`config.mk`:
```
export PLATFORM = sky130hd
export DESIGN_NAME = sdram_init_seq
export DESIGN_NICKNAME = d
export VERILOG_FILES = /design/src/rtl/sdram_init_pkg.sv /design/src/rtl/sdram_mode_word.sv /design/src/rtl/sdram_gap_timer.sv /design/src/rtl/sdram_init_seq.sv
export SDC_FILE = /design/constraint.sdc
export NUM_CORES = 1
export LEC_CHECK = 0
export BUFFER_PORTS_ARGS = -buffer_cell sky130_fd_sc_hd__buf_4
export CAP_MARGIN = 10
export CORE_ASPECT_RATIO = 0.75
export CORE_MARGIN = 1.5
export CORE_UTILIZATION = 54
export CTS_CLUSTER_DIAMETER = 60
export DETAILED_ROUTE_END_ITERATION = 12
export PLACE_DENSITY = 0.8
export SLEW_MARGIN = 10
export SYNTH_ARGS = -nofsm -noshare
export SYNTH_HDL_FRONTEND = slang
export SYNTH_SLANG_ARGS = --single-unit
```
`constraint.sdc`:
```
create_clock -name clk -period 4.57 [get_ports clk]
set_input_delay 0.457 -clock clk [delete_from_list [all_inputs] [get_ports clk]]
set_output_delay 0.457 -clock clk [all_outputs]
set_load 0.02 [all_outputs]
```
`src/rtl/sdram_init_pkg.sv`:
```
package sdram_init_pkg;
    // {ras_n, cas_n, we_n} with chip select held low
    typedef enum logic [2:0] {
        CMD_MRS = 3'b000,
        CMD_REF = 3'b001,
        CMD_PRE = 3'b010,
        CMD_NOP = 3'b111
    } sd_cmd_t;

    typedef enum logic [2:0] {
        ST_WAIT,
        ST_TRP,
        ST_TRFC1,
        ST_TRFC2,
        ST_TMRD,
        ST_READY
    } init_state_t;

    localparam int ALL_BANK_BIT = 10;
endpackage

```
`src/rtl/sdram_mode_word.sv`:
```
module sdram_mode_word #(
    parameter int ADDR_W = 13
) (
    input  logic [2:0]        burst_len,
    input  logic              burst_seq,
    input  logic [2:0]        cas_lat,
    input  logic              wr_single,
    output logic [ADDR_W-1:0] word
);
    always_comb begin
        word      = '0;
        word[2:0] = burst_len;
        word[3]   = burst_seq;
        word[6:4] = cas_lat;
        word[8:7] = 2'b00;
        word[9]   = wr_single;
    end
endmodule

```
`src/rtl/sdram_gap_timer.sv`:
```
module sdram_gap_timer #(
    parameter int CNT_W   = 8,
    parameter int RST_VAL = 10
) (
    input  logic             clk,
    input  logic             rst_n,
    input  logic             load,
    input  logic [CNT_W-1:0] load_val,
    output logic             expired
);
    logic [CNT_W-1:0] cnt_d, cnt_q;

    always_comb begin
        if (load)              cnt_d = load_val;
        else if (cnt_q != '0)  cnt_d = cnt_q - 1'b1;
        else                   cnt_d = cnt_q;
    end

    always_ff @(posedge clk) begin
        if (!rst_n) cnt_q <= CNT_W'(RST_VAL);
        else        cnt_q <= cnt_d;
    end

    assign expired = (cnt_q == '0);

    AST_TIMER_LOAD: assert property (@(posedge clk) disable iff (!rst_n)
        load |=> (cnt_q == $past(load_val)));
endmodule

```
`src/rtl/sdram_init_seq.sv`:
```
module sdram_init_seq
    import sdram_init_pkg::*;
#(
    parameter int CLK_MHZ     = 50,
    parameter int WAIT_US     = 100,
    parameter int WAIT_CYCLES = CLK_MHZ * WAIT_US,
    parameter int T_RP        = 3,
    parameter int T_RFC       = 7,
    parameter int T_MRD       = 2,
    parameter int ADDR_W      = 13,
    parameter int BANK_W      = 2
) (
    input  logic              clk,
    input  logic              rst_n,
    input  logic [2:0]        cfg_burst_len,
    input  logic              cfg_burst_seq,
    input  logic [2:0]        cfg_cas_lat,
    input  logic              cfg_wr_single,
    output logic              sd_cs_n,
    output logic              sd_ras_n,
    output logic              sd_cas_n,
    output logic              sd_we_n,
    output logic [BANK_W-1:0] sd_ba,
    output logic [ADDR_W-1:0] sd_addr,
    output logic              init_done
);
    localparam int MAX_GAP = (T_RFC > T_RP) ? ((T_RFC > T_MRD) ? T_RFC : T_MRD)
                                            : ((T_RP > T_MRD) ? T_RP : T_MRD);
    localparam int MAX_CNT = (WAIT_CYCLES > MAX_GAP) ? WAIT_CYCLES : MAX_GAP;
    localparam int CNT_W   = $clog2(MAX_CNT + 1);

    typedef struct packed {
        init_state_t       state;
        sd_cmd_t           cmd;
        logic [BANK_W-1:0] ba;
        logic [ADDR_W-1:0] addr;
        logic              done;
    } seq_regs_t;

    seq_regs_t r_d, r_q;

    logic             gap_expired;
    logic             gap_load;
    logic [CNT_W-1:0] gap_val;
    logic [ADDR_W-1:0] mode_word;
    logic [ADDR_W-1:0] pre_word;

    always_comb begin
        pre_word               = '0;
        pre_word[ALL_BANK_BIT] = 1'b1;
    end

    sdram_mode_word #(.ADDR_W(ADDR_W)) u_mode (
        .burst_len (cfg_burst_len),
        .burst_seq (cfg_burst_seq),
        .cas_lat   (cfg_cas_lat),
        .wr_single (cfg_wr_single),
        .word      (mode_word)
    );

    sdram_gap_timer #(.CNT_W(CNT_W), .RST_VAL(WAIT_CYCLES)) u_gap (
        .clk      (clk),
        .rst_n    (rst_n),
        .load     (gap_load),
        .load_val (gap_val),
        .expired  (gap_expired)
    );

    always_comb begin
        r_d      = r_q;
        r_d.cmd  = CMD_NOP;
        r_d.ba   = '0;
        r_d.addr = '0;
        gap_load = 1'b0;
        gap_val  = '0;
        if (gap_expired) begin
            unique case (r_q.state)
                ST_WAIT: begin
                    r_d.state = ST_TRP;
                    r_d.cmd   = CMD_PRE;
                    r_d.addr  = pre_word;
                    gap_load  = 1'b1;
                    gap_val   = CNT_W'(T_RP - 1);
                end
                ST_TRP: begin
                    r_d.state = ST_TRFC1;
                    r_d.cmd   = CMD_REF;
                    gap_load  = 1'b1;
                    gap_val   = CNT_W'(T_RFC - 1);
                end
                ST_TRFC1: begin
                    r_d.state = ST_TRFC2;
                    r_d.cmd   = CMD_REF;
                    gap_load  = 1'b1;
                    gap_val   = CNT_W'(T_RFC - 1);
                end
                ST_TRFC2: begin
                    r_d.state = ST_TMRD;
                    r_d.cmd   = CMD_MRS;
                    r_d.addr  = mode_word;
                    gap_load  = 1'b1;
                    gap_val   = CNT_W'(T_MRD - 1);
                end
                ST_TMRD: begin
                    r_d.state = ST_READY;
                    r_d.done  = 1'b1;
                end
                default: begin
                    r_d.state = ST_READY;
                    r_d.done  = 1'b1;
                end
            endcase
        end
    end

    always_ff @(posedge clk) begin
        if (!rst_n) begin
            r_q.state <= ST_WAIT;
            r_q.cmd   <= CMD_NOP;
            r_q.ba    <= '0;
            r_q.addr  <= '0;
            r_q.done  <= 1'b0;
        end else begin
            r_q <= r_d;
        end
    end

    assign sd_cs_n   = 1'b0;
    assign sd_ras_n  = r_q.cmd[2];
    assign sd_cas_n  = r_q.cmd[1];
    assign sd_we_n   = r_q.cmd[0];
    assign sd_ba     = r_q.ba;
    assign sd_addr   = r_q.addr;
    assign init_done = r_q.done;

    // Observation counters for the assertions below
    logic [CNT_W:0] since_rst_q;
    logic [1:0]     ref_seen_q;
    always_ff @(posedge clk) begin
        if (!rst_n) begin
            since_rst_q <= '0;
            ref_seen_q  <= '0;
        end else begin
            if (since_rst_q <= (CNT_W+1)'(WAIT_CYCLES)) since_rst_q <= since_rst_q + 1'b1;
            if ({sd_ras_n, sd_cas_n, sd_we_n} == CMD_REF && ref_seen_q != 2'd3)
                ref_seen_q <= ref_seen_q + 1'b1;
        end
    end

    AST_WAIT_IDLE: assert property (@(posedge clk) disable iff (!rst_n)
        ({sd_ras_n, sd_cas_n, sd_we_n} != CMD_NOP) |-> (since_rst_q > (CNT_W+1)'(WAIT_CYCLES)));
    AST_PRE_ALL: assert property (@(posedge clk) disable iff (!rst_n)
        ({sd_ras_n, sd_cas_n, sd_we_n} == CMD_PRE) |-> sd_addr[ALL_BANK_BIT]);
    AST_TWO_REF: assert property (@(posedge clk) disable iff (!rst_n)
        ({sd_ras_n, sd_cas_n, sd_we_n} == CMD_MRS) |-> (ref_seen_q == 2'd2));
    AST_MRS_BANK: assert property (@(posedge clk) disable iff (!rst_n)
        ({sd_ras_n, sd_cas_n, sd_we_n} == CMD_MRS) |-> (sd_ba == '0 && sd_addr[12:10] == 3'b000 && sd_addr[8:7] == 2'b00));
    AST_DONE_HOLD: assert property (@(posedge clk) disable iff (!rst_n)
        init_done |=> init_done);
    AST_DONE_QUIET: assert property (@(posedge clk) disable iff (!rst_n)
        init_done |-> ({sd_cs_n, sd_ras_n, sd_cas_n, sd_we_n} == 4'b0111));
    AST_DONE_AFTER_MRS: assert property (@(posedge clk) disable iff (!rst_n)
        $rose(init_done) |-> (ref_seen_q == 2'd2));
endmodule

```
; After elaboration in Yosys (flattened, before gate mapping)
; Cells that the tools add are included.
[op_classes]
n_div = 0
n_bitwise = 1
reduce_logical = 8
muxes = 9
eq_ne = 3
order_cmp = 0
n_shift = 0
addsub = 1
mul = 0
[op_table]
columns = operator, n
row1 = $mux 13, 2
row2 = $pmux 11 s2, 1
row3 = $pmux 3 s3, 2
row4 = $logic_not 13->1, 1
row5 = $reduce_bool 13->1, 1
row6 = $sub 13x1->13 const B, 1
row7 = $pmux 3 s4, 1
row8 = $eq 3x2->1 const B, 2
row9 = $reduce_and 2->1, 2
row10 = $reduce_or 4->1, 1
row11 = $eq 3x1->1 const B, 1
row12 = $logic_not 3->1, 1
row13 = $mux 3, 1
row14 = $mux 1, 2
row15 = $reduce_bool 2->1, 1
row16 = $reduce_or 2->1, 1
row17 = $not 1->1, 1
[totals]
mem_count = 0
latch_bits = 0
input_bits = 10
ramBits = 0
mem_bits_ro = 0
ff_bits = 35
word_cells = 28

; Longest topological paths before layout
[logic_depth]
depth_word = 5
depth_mapped = 8
mapped_depth_nobuf = 7

; Cells and area by module
; A second synthesis with hierarchy kept.
[hier_totals]
cells_unflattened = 199
area_unflattened_um2 = 1751.7
[modules_own_cells]
columns = mod, area_per_inst_um2, instances, cells_each, seq_area_each_um2
row1 = sdram_init_seq, 850.8, 1, 89, 400.4
row2 = sdram_gap_timer, 799.5, 1, 96, 260.2
row3 = sdram_mode_word, 101.3, 1, 14, 0.0

; Least setup slack after synthesis
; Ideal clock, no wire load.
[synth_timing]
kind = register to register
start = reg u_gap.cnt_q[7]
end = reg u_gap.cnt_q[0]
path_buffers = 1
required_time_ns = 4.448
arrival_time_ns = 1.847
setup_time_ns = 0.122
period_less_slack_ns = 1.969
slack_ns = 2.601
path_stages_with_launch = 5
cell_sequence = dfxtp_1 > or4_4 > or4b_1 > buf_4 > o311a_1
[synth_between]
elab_chain_cells = 3
elab_cells_between_ends = 6
classes_between = 3 x mux / 3 x reduce/logical
[synth_rtl]
columns = element, line
row1 = from (decl), sdram_gap_timer.sv:11  ; logic [CNT_W-1:0] cnt_d, cnt_q;
row2 = from (signal assigned), sdram_gap_timer.sv:20  ; if (!rst_n) cnt_q <= CNT_W'(RST_VAL);
row3 = from (signal assigned), sdram_gap_timer.sv:21  ; else cnt_q <= cnt_d;
row4 = $logic_not 13->1, sdram_gap_timer.sv:24  ; assign expired = (cnt_q == '0);
row5 = $mux 3 / $mux 1 (equally long branches), sdram_init_seq.sv:76  ; if (gap_expired) begin
row6 = $mux 13 / $reduce_bool 2->1 (equally long branches), n/a
; Parallel ways exist; a longest one is shown, timed or not.
; A chain may end at the register's enable or synchronous reset.

; Final worst setup path
[layout_timing]
start = reg u_gap.cnt_q[0]
end = reg r_q, in the netlist sd_addr[3]
[layout_between]
elab_chain_cells = 2
[layout_rtl]
columns = element, line
row1 = $logic_not 13->1, sdram_gap_timer.sv:24
row2 = $reduce_and 2->1 (no line), n/a
row3 = to (signal assigned), sdram_init_seq.sv:124  ; r_q <= r_d;
row4 = to (decl), sdram_init_seq.sv:40  ; seq_regs_t r_d, r_q;
; No other way between the ends.

==> flow_summary.yaml <==
status:
  status: "completed"
critical_path:
  r2r_start: "u_gap.cnt_q[0]"
  r2r-end: "sd_addr[3]"
  required_ns: 4.83
  worst_ep_arrival_time_ns: 2.60
  r2r_cells: 6
  end_kind: "register"
  critical_path_class: "register to register"
  r2r_slack_ns: 2.23
  crit_fanout: 10
  crit_path_start: "u_gap.cnt_q[0]"
  critPathLaunchType: "register"
  crit_end: "sd_addr[3]"
placement:
  place_congestion: 0.780
  dp_cells: 175
  portBuffers: 22
  dp_hpwl_um: 1620
  pre_cts_slack_ns: 2.25
cts:
  htreeDepth: 2
  postCtsHoldBufs: 0
  root_buffer: "clkbuf_4"
  cts_tree: "yes"
  clkTransAtPathRegs_ns: 0.09
  clock_latency_ns: 0.31
  cts.sinks: 29
  clockBufferDepth: 2
  cts_buffers: 5
  postCtsSetupBuffers: 0
  cts_resized: 0
sta:
  hold_ws_ns: 0.336
  rsz0062_at_grt: "no"
  tns_ns: 0
  skew_ns: 0.00544
  tightest_slew_ns: 0.672
  period_needed_ns: 2.34
  slew_headroom: 0.548
  setup_viol: 0
  worst_slack_ns: 2.23
  fin_crit_sh: 0.513
  max_freq_ghz: 0.426
  maxSlewViolCount: 0
  hold_violations: 0
drt:
  vias: 930
  ant_nets: 0
  wl_per_cell_um: 12.3
  first_iter_violations: 17
  viasPerCell: 5.11
  route.detailed.drc: 0
  wirelength_um: 2230
  drtPass1Iterations: 4
power:
  leakagePower_uw: 0.000584
  intPower_uw: 354
  combPwrFrac: 0.100
  power_density_nw_per_um2: 324
  p_seq_frac: 0.574
  p_clk_frac: 0.326
  p_switching_uw: 115
  peakVddDrop_uv: 189
  switching_share: 0.245
layout:
  antenna_cells: 0
  drive_gt1_frac: 0.223
  synthToLayoutAreaGrowth_pct: 9.99
  layout.nets: 160
  fin_cells: 182
floorplanning:
  die_h_um: 45.7
  io_pins: 30
  die_w_um: 60.0
  core-area_um2: 2310
  die-area_um2: 2740
  num_rows: 15
  initial_core_util: 0.570
synthesis:
  synth_warnings: 0
  synthTopCellsByCount: "dfxtp_1 (29), buf_4 (17), and2_1 (9)"
  ys_seq_elements: 29
  yosysSeqAreaShare: 0.441
  synth_most_common_cell: "dfxtp_1"
  synth_edf_count: 0
  synth_area_um2: 1320
  async_flop_share: 0
  yosysTopAreaCell: "dfxtp_1"
  post-synth-top-area-fraction: 0.441
  synth_ff_type: "dfxtp_1"
  yosysUniqueCellTypes: 42
  avgSynthCellArea_um2: 9.60
  synthTopCellsByArea: "dfxtp_1 (44%), buf_4 (9.7%), and2_1 (4.3%)"
  netlist_instances: 137
grt:
  grt_pass1_vias: 792
  grt_util_all_layers: 0.187
  gr-total-overflow: 0
  grt_max_degree: 20
  antenna_found_initial: 0
  grt_pass1_wl_um: 3540
worst_hold_path:
  hold_path.class: "input port to register"
job:
  maxCapViolCount: 0
cell type report:
cell class,instances,area (um2)
timing repair buffer,22,165
clock buffer,7,55.1
inverter,3,11.3
fill,205,862
sequential,29,581
multi-input combinational,87,592
tap,34,42.5
per-layer routing:
| layer | global-route usage | wire (um) |
|---|---|---|
| met1 | 0.228 | 1070 |
| met2 | 0.265 | 1020 |
| met3 | 0.0881 | 114 |
| met4 | 0.116 | 35 |
| met5 | 0 | 0 |
flip-flops by register name, indices dropped and copies added (netlist names):
name	flops
r_q	3
sd_we_n	1
init_done	1
sd_addr	9
u_gap.cnt_q	13
sd_cas_n	1
sd_ras_n	1
power groups by stage:
stage	Combinational [uW]	Clock, uW	Sequential [uW]
3_3_place_gp	45.1	0	274
6_report	47.0	153	269
3_5_place_dp	46.5	0	275
5_1_grt	51.6	172	271
2_1_floorplan	41.0	0	273
4_1_cts	46.7	157	269
cells by family (layout without fill, tap and decap cells):
kind of cell | count (synthesis) | count (layout) | synth area share
AO/OA/AOI/OAI | 24 | 24 | 0.129
XOR/XNOR | 5 | 5 | 0.0333
adder cells (fa/ha/maj) | 2 | 2 | 0.0190
buffers and inverters | 27 | 32 | 0.126
flip-flops | 29 | 29 | 0.441
multiplexers | 3 | 3 | 0.0228
other | 1 | 7 | 0.00285
AND/OR/NAND/NOR | 46 | 46 | 0.226
metrics by stage:
stage | total power [uW] | util | cell area (um2)
after CTS | 473 | 0.627 | 1450
after detailed placement | 321 | 0.603 | 1390
after global placement | 319 | 0.603 | 1390
after floorplan | 314 | - | 1340
final | 469 | 0.627 | 1450
after global routing | 495 | 0.627 | 1450
how the worst min path moves through the flow:
| stage | cells after the start | slack (ns) | endpoint | startpoint |
|---|---|---|---|---|
| floorplan | 2 | 0.45 | u_gap.cnt_q[6] | u_gap.cnt_q[6] |
| global placement | 2 | 0.46 | u_gap.cnt_q[6] | u_gap.cnt_q[6] |
| detailed placement | 2 | 0.47 | u_gap.cnt_q[6] | u_gap.cnt_q[6] |
| CTS | 2 | 0.32 | sd_addr[5] | cfg_cas_lat[1] |
| global route | 2 | 0.32 | sd_addr[9] | cfg_wr_single |
| finish | 2 | 0.34 | sd_addr[5] | cfg_cas_lat[1] |
placed cells by master, fill, tap and decap left out, types with 2 or more instances in the layout:
master     count
nand2_1        7
o31ai_1        3
a2111oi_0      2
a21boi_0       2
conb_1         7
or4_1          2
nor3_1         2
nor4_1         3
buf_4         22
or3_1          2
clkbuf_4       5
nor2_1         6
nor2b_1        3
dfxtp_1       29
o21ai_0        4
and2_1         9
nor3b_1        2
xnor2_1        4
mux2i_1        3
ha_1           2
inv_1          3
a21oi_1        5
worst max-delay path, stage by stage (launching register included):
cell and delay [ns]:
dfxtp_1 0.35, inv_1 0.09, ha_1 0.21, nor4b_1 0.43, or4b_1 0.69, nor3_4 0.35, and2_1 0.17
(Power assumes the default switching activity.)
